### src/rtl/scf_pkg.sv
// Shared types for the receive control-character filter.
// Assumes 8-bit characters and a 16-bit configuration word.
package scf_pkg;
    localparam int CHR_W = 8;
    localparam int CFG_W = 2 * CHR_W;
    localparam int RSV_W = CHR_W - 2;

    // Class of a received character as seen by the tracker.
    typedef enum logic [1:0] {
        CLS_DATA = 2'd0,
        CLS_DLE  = 2'd1,
        CLS_SYNC = 2'd2,
        CLS_TERM = 2'd3
    } chr_class_e;

    // Escape tracker state.
    typedef enum logic {
        TRK_IDLE = 1'b0,
        TRK_ESC  = 1'b1
    } trk_state_e;

    // One output slot: write, include in check sum, character.
    typedef struct packed {
        logic             wr;
        logic             bcs;
        logic [CHR_W-1:0] data;
    } emit_t;

    // Configuration word layout; the last member is bit 0.
    typedef struct packed {
        logic [CHR_W-1:0] sync_chr;
        logic [RSV_W-1:0] rsvd;
        logic             no_strip;
        logic             sync_drop;
    } cfg_t;

    localparam emit_t EMIT_NONE = '{wr: 1'b0, bcs: 1'b0, data: '0};

    // Build a populated output slot.
    function automatic emit_t mk_emit(input logic cnt, input logic [CHR_W-1:0] c);
        emit_t e;
        e.wr   = 1'b1;
        e.bcs  = cnt;
        e.data = c;
        return e;
    endfunction
endpackage

### src/rtl/scf_classify.sv
// Character classifier: sorts the incoming character into DLE, SYNC,
// terminator or data. DLE wins over SYNC, which wins over the terminators.
// Assumes the configured DLE and SYNC codes differ in normal use.
module scf_classify
    import scf_pkg::*;
#(
    parameter int                      NUM_TERM   = 3,
    parameter logic [NUM_TERM*CHR_W-1:0] TERM_CODES = {8'h26, 8'h1F, 8'h03}
) (
    input  logic [CHR_W-1:0] chr,
    input  logic [CHR_W-1:0] dle_code,
    input  logic [CHR_W-1:0] sync_chr,
    output chr_class_e       cls
);
    logic [NUM_TERM-1:0] term_hit;

    // One comparator per configured terminator code.
    for (genvar i = 0; i < NUM_TERM; i++) begin : g_term
        assign term_hit[i] = (chr == TERM_CODES[i*CHR_W +: CHR_W]);
    end

    // Priority decode of the character class.
    always_comb begin
        if (chr == dle_code)
            cls = CLS_DLE;
        else if (chr == sync_chr)
            cls = CLS_SYNC;
        else if (|term_hit)
            cls = CLS_TERM;
        else
            cls = CLS_DATA;
    end
endmodule

### src/rtl/scf_tracker.sv
// Escape tracker: remembers a pending DLE and, per strobe, decides up to
// two output slots (first, second) in arrival order. Hunt clears the
// pending DLE. Assumes strobes are never on consecutive cycles.
module scf_tracker
    import scf_pkg::*;
(
    input  logic             clk,
    input  logic             rst_n,
    input  logic             vld,
    input  logic             hunt,
    input  chr_class_e       cls,
    input  logic [CHR_W-1:0] chr,
    input  logic [CHR_W-1:0] dle_code,
    input  logic             sync_drop,
    input  logic             no_strip,
    output emit_t            first,
    output emit_t            second,
    output trk_state_e       state
);
    trk_state_e state_q;
    trk_state_e state_d;

    assign state = state_q;

    // Decide the outputs for the current strobe.
    always_comb begin
        first  = EMIT_NONE;
        second = EMIT_NONE;
        if (vld) begin
            if (hunt) begin
                first = mk_emit(1'b1, chr);
            end else if (state_q == TRK_IDLE) begin
                unique case (cls)
                    CLS_DLE:  first = EMIT_NONE;
                    CLS_SYNC: first = sync_drop ? EMIT_NONE : mk_emit(1'b1, chr);
                    default:  first = mk_emit(1'b1, chr);
                endcase
            end else begin
                unique case (cls)
                    CLS_DLE: begin
                        if (no_strip) begin
                            first  = mk_emit(1'b0, dle_code);
                            second = mk_emit(1'b1, chr);
                        end else begin
                            first  = mk_emit(1'b1, chr);
                        end
                    end
                    CLS_SYNC: begin
                        if (no_strip) begin
                            first  = mk_emit(1'b0, dle_code);
                            second = mk_emit(1'b0, chr);
                        end
                    end
                    CLS_TERM: begin
                        if (no_strip) begin
                            first  = mk_emit(1'b0, dle_code);
                            second = mk_emit(1'b1, chr);
                        end else begin
                            first  = mk_emit(1'b1, chr);
                        end
                    end
                    default: begin
                        first  = mk_emit(1'b1, dle_code);
                        second = mk_emit(1'b1, chr);
                    end
                endcase
            end
        end
    end

    // Next tracker state: hunt wins, a lone DLE arms, any strobe disarms.
    always_comb begin
        state_d = state_q;
        if (hunt)
            state_d = TRK_IDLE;
        else if (vld) begin
            if (state_q == TRK_IDLE && cls == CLS_DLE)
                state_d = TRK_ESC;
            else
                state_d = TRK_IDLE;
        end
    end

    // Tracker state register.
    always_ff @(posedge clk) begin
        if (!rst_n)
            state_q <= TRK_IDLE;
        else
            state_q <= state_d;
    end
endmodule

### src/rtl/scf_emit.sv
// Output stage: registers the first slot on a strobe and holds the second
// slot for the following cycle. Assumes no strobe in the cycle after one.
module scf_emit
    import scf_pkg::*;
(
    input  logic             clk,
    input  logic             rst_n,
    input  logic             load,
    input  emit_t            first,
    input  emit_t            second,
    output logic             wr_en,
    output logic             bcs_en,
    output logic [CHR_W-1:0] wr_data
);
    emit_t out_q;
    emit_t hold_q;

    // Present the first slot after a strobe, then drain the held slot.
    always_ff @(posedge clk) begin
        if (!rst_n) begin
            out_q  <= EMIT_NONE;
            hold_q <= EMIT_NONE;
        end else if (load) begin
            out_q  <= first;
            hold_q <= second;
        end else begin
            out_q  <= hold_q;
            hold_q <= EMIT_NONE;
        end
    end

    assign wr_en   = out_q.wr;
    assign bcs_en  = out_q.wr & out_q.bcs;
    assign wr_data = out_q.data;
endmodule

### src/rtl/sync_rx_char_filter.sv
// Receive control-character filter top. Splits the configuration word,
// classifies each character, tracks DLE escapes and emits write and
// check-sum strobes one and two cycles after the character strobe.
// Assumes at least one idle cycle between character strobes.
module sync_rx_char_filter
    import scf_pkg::*;
#(
    parameter int                        NUM_TERM   = 3,
    parameter logic [NUM_TERM*CHR_W-1:0] TERM_CODES = {8'h26, 8'h1F, 8'h03}
) (
    input  logic             clk,
    input  logic             rst_n,
    input  logic             chr_vld,
    input  logic [CHR_W-1:0] chr_data,
    input  logic             hunt,
    input  logic [CFG_W-1:0] cfg_word,
    input  logic [CHR_W-1:0] dle_code,
    output logic             wr_en,
    output logic             bcs_en,
    output logic [CHR_W-1:0] wr_data
);
    cfg_t       cfg;
    chr_class_e chr_cls;
    trk_state_e trk_state;
    emit_t      slot_a;
    emit_t      slot_b;

    assign cfg = cfg_t'(cfg_word);

    scf_classify #(
        .NUM_TERM   (NUM_TERM),
        .TERM_CODES (TERM_CODES)
    ) i_classify (
        .chr      (chr_data),
        .dle_code (dle_code),
        .sync_chr (cfg.sync_chr),
        .cls      (chr_cls)
    );

    scf_tracker i_tracker (
        .clk       (clk),
        .rst_n     (rst_n),
        .vld       (chr_vld),
        .hunt      (hunt),
        .cls       (chr_cls),
        .chr       (chr_data),
        .dle_code  (dle_code),
        .sync_drop (cfg.sync_drop),
        .no_strip  (cfg.no_strip),
        .first     (slot_a),
        .second    (slot_b),
        .state     (trk_state)
    );

    scf_emit i_emit (
        .clk     (clk),
        .rst_n   (rst_n),
        .load    (chr_vld),
        .first   (slot_a),
        .second  (slot_b),
        .wr_en   (wr_en),
        .bcs_en  (bcs_en),
        .wr_data (wr_data)
    );
endmodule

### config.mk
export PLATFORM = sky130hd
export DESIGN_NAME = sync_rx_char_filter
export DESIGN_NICKNAME = d
export VERILOG_FILES = /design/src/rtl/scf_pkg.sv /design/src/rtl/scf_classify.sv /design/src/rtl/scf_tracker.sv /design/src/rtl/scf_emit.sv /design/src/rtl/sync_rx_char_filter.sv
export SDC_FILE = /design/constraint.sdc
export NUM_CORES = 1
export LEC_CHECK = 0
export BUFFER_PORTS_ARGS = -buffer_cell sky130_fd_sc_hd__buf_2
export CAP_MARGIN = 20
export CORE_ASPECT_RATIO = 0.6
export CORE_MARGIN = 4
export CORE_UTILIZATION = 40
export CTS_CLUSTER_SIZE = 25
export DETAILED_ROUTE_END_ITERATION = 8
export PLACE_DENSITY = 0.68
export SYNTH_ARGS = -nofsm -noshare
export SYNTH_HDL_FRONTEND = slang
export SYNTH_SLANG_ARGS = --single-unit
### constraint.sdc
create_clock -name clk -period 4.55 [get_ports clk]
set_input_delay 0 -clock clk [delete_from_list [all_inputs] [get_ports clk]]
set_output_delay 0 -clock clk [all_outputs]
set_load 0.01 [all_outputs]
=== Yosys cells after proc, flatten, opt, wreduce, memory -nomap -nowiden ===
Cells that the tools add are included.

* Bits in registers: 21
* Bits of input ports: 36
* Output and inout port bits: 10
* Word-level logic and storage cells: 39

* Equality and inequality tests: 8
* Mux-type cells: 15
* Bitwise operators: 4
* Reductions and logical operators: 5

{| class="wikitable"
|+ Operator list
! operator !! count
|-
| 10-bit two-way mux || 7
|-
| 10-bit case mux with 2 select lines || 3
|-
| 8-bit == test || 2
|-
| 9-bit two-way mux || 1
|-
| 8-bit by 2-bit == test with 1-bit output, second input constant || 1
|-
| 8-bit by 5-bit == test with 1-bit output, second input constant || 1
|-
| 8-bit by 6-bit == test with 1-bit output, second input constant || 1
|-
| 2-bit two-way mux || 3
|-
| 2-bit == test, second input constant || 2
|-
| 2-bit OR reduction || 2
|-
| 4-bit OR reduction || 1
|-
| 1-bit NOT || 3
|-
| 3-bit OR reduction || 1
|-
| 2-bit by 1-bit == test with 1-bit output, second input constant || 1
|-
| 1-bit bitwise AND || 1
|-
| 1-bit logical AND || 1
|-
| 1-bit two-way mux || 1
|}

=== Longest topological paths before layout ===
* Depth after elaboration: 11
* Depth in mapped cells: 8

=== Hierarchy ===
Synthesis repeated with hierarchy kept, for this count alone.

* Cell total of the unflattened synthesis: 147
* Area total of the unflattened synthesis: 1378.8 um^2

{| class="wikitable"
|+ By module, submodules not included
! module !! times used !! cells each !! area an instance (um^2) !! sequential area each (um^2)
|-
| scf_emit || 1 || 63 || 725.7 || 400.4
|-
| scf_tracker || 1 || 52 || 381.6 || 20.0
|-
| scf_classify || 1 || 32 || 271.5 || 0.0
|}

=== Least setup slack after synthesis ===
OpenSTA, ideal clock, no wires.

* Path type: input-to-reg
* Start point: input port chr_data[2]
* End point: register i_emit.out_q, in the netlist i_emit.wr_data[6]
* Arrival time: 1338 ps
* Slack: 3096 ps
* Stages on the path: 7
* Cells stage by stage: buf_6 > xnor2_2 > nand4_1 > or2_4 > a21o_4 > a32o_1 > a31o_1

* Cells in the longest elaborated chain, start to end: 11

{| class="wikitable"
|+ Ends and longest elaborated chain
! what !! line !! RTL
|-
| start, declared || sync_rx_char_filter.sv:14 || <nowiki>input logic [CHR_W-1:0] chr_data,</nowiki>
|-
| 8-bit by 2-bit == test with 1-bit output (tied with other cells) || scf_classify.sv:19 || <nowiki>assign term_hit[i] = (chr == TERM_CODES[i*CHR_W +: CHR_W]);</nowiki>
|-
| 3-bit OR reduction || scf_classify.sv:28 || <nowiki>else if (|term_hit)</nowiki>
|-
| 2-bit two-way mux || scf_classify.sv:28 ||
|-
| 2-bit two-way mux || scf_classify.sv:26 || <nowiki>else if (chr == sync_chr)</nowiki>
|-
| 2-bit two-way mux * || scf_classify.sv:24 || <nowiki>if (chr == dle_code)</nowiki>
|-
| 2-bit == test / 2-bit by 1-bit == test with 1-bit output (equally long branches) || scf_tracker.sv:39, scf_tracker.sv:33 ||
|-
| 2-bit OR reduction (no source line) || - ||
|-
| 10-bit case mux with 2 select lines || scf_tracker.sv:39 || <nowiki>unique case (cls)</nowiki>
|-
| 10-bit two-way mux * || scf_tracker.sv:32 || <nowiki>end else if (state_q == TRK_IDLE) begin</nowiki>
|-
| 10-bit two-way mux * || scf_tracker.sv:30 || <nowiki>if (hunt) begin</nowiki>
|-
| 10-bit two-way mux * || scf_emit.sv:23 || <nowiki>end else if (load) begin</nowiki>
|-
| end signal, assigned || scf_emit.sv:24 || <nowiki>out_q <= first;</nowiki>
|-
| end signal, assigned || scf_emit.sv:27 || <nowiki>out_q <= hold_q;</nowiki>
|-
| end, declared || scf_emit.sv:15 || <nowiki>emit_t out_q;</nowiki>
|}

Mark *: on every way between the ends. The rest lies on a longest branch, timed or not.
A chain may end at the register's enable or synchronous reset.

=== Worst setup path in the final report ===
Same ends and word-level chain as after synthesis.

==> results.py <==
metrics = {
    "run_status": {
        "run_status": "finished, final reports clean",
    },
    "critical_path": {
        "cp_num_buf_inv": 1,
        "critical_path_peak_fanout": 12,
        "worst_setup_path_type": "in -> reg",
        "cpPeakStageDelay_ns": 0.49,
        "start_kind": "input pin",
        "crit_chain": "buf_2, xnor2_1, nand4_1, nor2_2, o31a_1, o2bb2ai_1, a31o_1",
        "critPathCaptureType": "flop",
        "cpMaxStageDelayCell": "sky130_fd_sc_hd__o31a_1",
        "crit_arrival_ns": 1.75,
        "critPathTopFamily": "compound AO/OA/AOI/OAI gates",
        "critical_path_required_ns": 4.70,
    },
    "pwr": {
        "finalPower_w": 0.000389,
        "power-per-cell-area_nw_per_um2": 253,
        "share_comb_of_total_power": 0.200,
        "power.clock.fraction": 0.311,
        "power.share.sequential": 0.489,
        "switchingPower_w": 0.000103,
        "total_leakage_power_nw": 0.640,
        "vdd_ir_drop_max_v": 0.000111,
        "switching_share": 0.265,
        "cell_internal_pwr_w": 0.000286,
    },
    "grt": {
        "groute.usage.overall": 0.155,
        "grt_max_degree": 17,
        "grt_antenna_before_repair": 0,
        "number_of_global_route_vias_before_repair": 1154,
        "global_route_wire_length_before_repair_um": 5440,
        "grt_overflow_total": 0,
    },
    "clock_network": {
        "post_cts_buffers": 0,
        "ctsLongestPathBuffers": 2,
        "cts.reportedPaths.clkPinSlew_ns": 0.08,
        "clk_root_buffer_cell": "sky130_fd_sc_hd__clkbuf_8",
        "tritoncts_sinks": 21,
        "cts_hold_repair.buffers": 0,
        "cts_tree": "yes",
        "post_cts_resized": 0,
        "tritoncts.num_buffers": 3,
        "cts.htree.levels": 1,
        "clock_insertion_delay_worst_skew_ns": 0.26,
    },
    "sta": {
        "final_period_minus_worst_setup_slack_ns": 1.60,
        "finalSetupViolCount": 0,
        "final.setup_skew_ns": 0.00187,
        "rsz0062_at_grt": "false",
        "worst_slew_pin_slew_ns": 0.607,
        "hold_viol": 0,
        "finalSetupTns_ns": 0,
        "worst_slew_margin_rel": 0.596,
        "timing.hold.ws_ns": 0.0423,
        "post-route-period-util": 0.352,
        "drv_slew": 0,
        "achievable-frequency_mhz": 625,
    },
    "detailed_routing": {
        "route.antenna.remaining_nets": 0,
        "post_drt_wl_per_cell_um": 15.0,
        "first_pass_iters": 4,
        "highest-signal-layer": "met4",
        "route.met3.wl_um": 407,
        "detail_route.vias_per_cell": 5.57,
        "met1Wirelength_um": 1500,
        "met2_length_um": 1390,
        "dr.first_iter.drc_count": 81,
        "detail_route.drc_violations": 0,
        "totalWireLength_um": 3340,
        "vias": 1237,
    },
    "layout": {
        "utilization": 0.466,
        "n_antenna_cell": 0,
        "layout-drive-gt1-share": 0.316,
        "n_fill_cell": 324,
        "design.final.nets": 214,
        "syn2layout_area_growth_pct": 10.1,
    },
    "floorplan": {
        "die_area_sq_um": 4540,
        "floorplan.die.height_um": 53.8,
        "die_x_extent_um": 84.3,
        "core.rowCount": 16,
        "io_pins": 46,
        "core_footprint_sq_um": 3300,
        "effective_utilization_at_floorplan": 0.423,
    },
    "yosys": {
        "synth-seq-area-share": 0.301,
        "synth.avg_cell_area_sq_um": 9.02,
        "post-synth-top-area-cell": "sky130_fd_sc_hd__dfxtp_1",
        "proportion_of_register_bits_with_asynchronous_set_or_reset_after_synthesis": 0,
        "synth.lib_cells_used.distinct": 44,
        "synth_area_sq_um": 1400,
        "synth_top_cell_area_share": 0.301,
        "yosys_most_used_dff": "sky130_fd_sc_hd__dfxtp_1",
        "yosysWarningCount": 0,
        "synth.area.top_cells": "sky130_fd_sc_hd__dfxtp_1 30%, sky130_fd_sc_hd__xnor2_1 8.1%, sky130_fd_sc_hd__buf_6 4.8%",
        "synthesized_instance_count": 155,
        "synth_fp_nets": 191,
        "postSynthRegisterBits": 21,
        "edff_count_synth": 0,
    },
    "run": {
        "maxCapViolations": 0,
    },
    "place": {
        "buffer_ports.inserted": 39,
        "place_congestion": 0.856,
        "dp_hpwl_um": 2510,
    },
    "min_path": {
        "worst_hold_path_type": "in -> reg",
    },
}
==> stage by stage <==
stage               instance area (sq um)  setup WS [ns]  std cells
finish                               1540           2.95        222
global route                         1540           2.87        222
CTS                                  1540           2.97        222
detailed placement                   1490           2.71        218
global placement                     1490           2.73        218
floorplan                            1400           3.10        155
==> power groups by stage <==
stage	Clock (W)	Sequential, W	Combinational [W]
floorplan	0	0.000195	0.0000574
global placement	0	0.000195	0.0000754
detailed placement	0	0.000195	0.0000776
CTS	0.000127	0.000190	0.0000780
global route	0.000133	0.000191	0.0000854
finish	0.000121	0.000190	0.0000779
==> cells in the mapped netlist (2+ instances only) <==
| cell | instances |
|---|---|
| sky130_fd_sc_hd__a2bb2oi_1 | 5 |
| sky130_fd_sc_hd__dfxtp_1 | 21 |
| sky130_fd_sc_hd__or4_1 | 2 |
| sky130_fd_sc_hd__a31oi_1 | 2 |
| sky130_fd_sc_hd__nor2b_1 | 3 |
| sky130_fd_sc_hd__and3_1 | 8 |
| sky130_fd_sc_hd__buf_2 | 2 |
| sky130_fd_sc_hd__a32oi_1 | 5 |
| sky130_fd_sc_hd__nand2_1 | 12 |
| sky130_fd_sc_hd__o21a_1 | 8 |
| sky130_fd_sc_hd__o21ai_1 | 5 |
| sky130_fd_sc_hd__nor3_1 | 2 |
| sky130_fd_sc_hd__xnor2_1 | 13 |
| sky130_fd_sc_hd__inv_1 | 6 |
| sky130_fd_sc_hd__buf_6 | 6 |
| sky130_fd_sc_hd__o21ai_0 | 4 |
| sky130_fd_sc_hd__a21oi_1 | 3 |
| sky130_fd_sc_hd__and2_1 | 2 |
| sky130_fd_sc_hd__buf_4 | 8 |
| sky130_fd_sc_hd__clkbuf_1 | 5 |
| sky130_fd_sc_hd__o211ai_1 | 2 |
| sky130_fd_sc_hd__nor2_1 | 3 |
| sky130_fd_sc_hd__nand4_1 | 4 |
| sky130_fd_sc_hd__xnor2_2 | 3 |
| sky130_fd_sc_hd__o2111ai_1 | 2 |
==> flip-flops by register name, summed over array words and instances (netlist names) <==
register         count
i_emit.hold_q       10
i_emit.wr_data       8
i_emit.out_q         1
i_emit.wr_en         1
i_tracker.state      1
==> final timing paths <==
kind	startpoint	slack, ns	end	depth (start not counted)
setup reg to reg	i_tracker.state	2.99	i_emit.wr_data[0]	4
hold reg to reg	i_emit.hold_q[9]	0.51	i_emit.wr_en	2
hold / removal	dle_code[2]	0.04	i_emit.wr_data[2]	3
setup / recovery	chr_data[2]	2.95	i_emit.wr_data[6]	7
==> kinds of logic after synthesis <==
group                  after synthesis  synth area share
XOR/XNOR                            16             0.116
buffers and inverters               27             0.128
AO/OA/AOI/OAI                       48             0.277
AND/OR/NAND/NOR                     43             0.178
flip-flops                          21             0.301
==> cell type report <==
cell class	instances	area (sq um)	area share
Tap cell	45	56.3	0.0366
Clock buffer	3	41.3	0.0268
Sequential cell	21	420	0.273
Multi-Input combinational cell	107	800	0.519
Inverter	6	22.5	0.0146
Clock inverter	1	5.00	0.00325
Timing Repair Buffer	39	195	0.127
==> per-layer routing <==
metal | up-vias | global-route usage
li1 | 598 | -
met1 | 568 | 0.207
met2 | 67 | 0.242
met3 | 4 | 0.0520
met4 | 0 | 0.0395
met5 | - | 0
==> layout by cell type (no fill, tap or decap), drive strengths merged, types with 3 or more instances in the layout <==
master,count
nor2b,3
dfxtp,21
nand4,4
a2bb2oi,5
and3,9
nand2,12
o21ai,10
buf,39
a21oi,4
o21a,8
a32oi,5
clkbuf,3
nor2,4
xnor2,16
inv,6
==> worst register-to-register path, cell delays in order (launching register included) <==
cell	delay (ns)
sky130_fd_sc_hd__dfxtp_1	0.44
sky130_fd_sc_hd__nor2b_1	0.48
sky130_fd_sc_hd__o31a_2	0.27
sky130_fd_sc_hd__o2111ai_1	0.11
sky130_fd_sc_hd__a21oi_1	0.19
(Power assumes the default switching activity.)
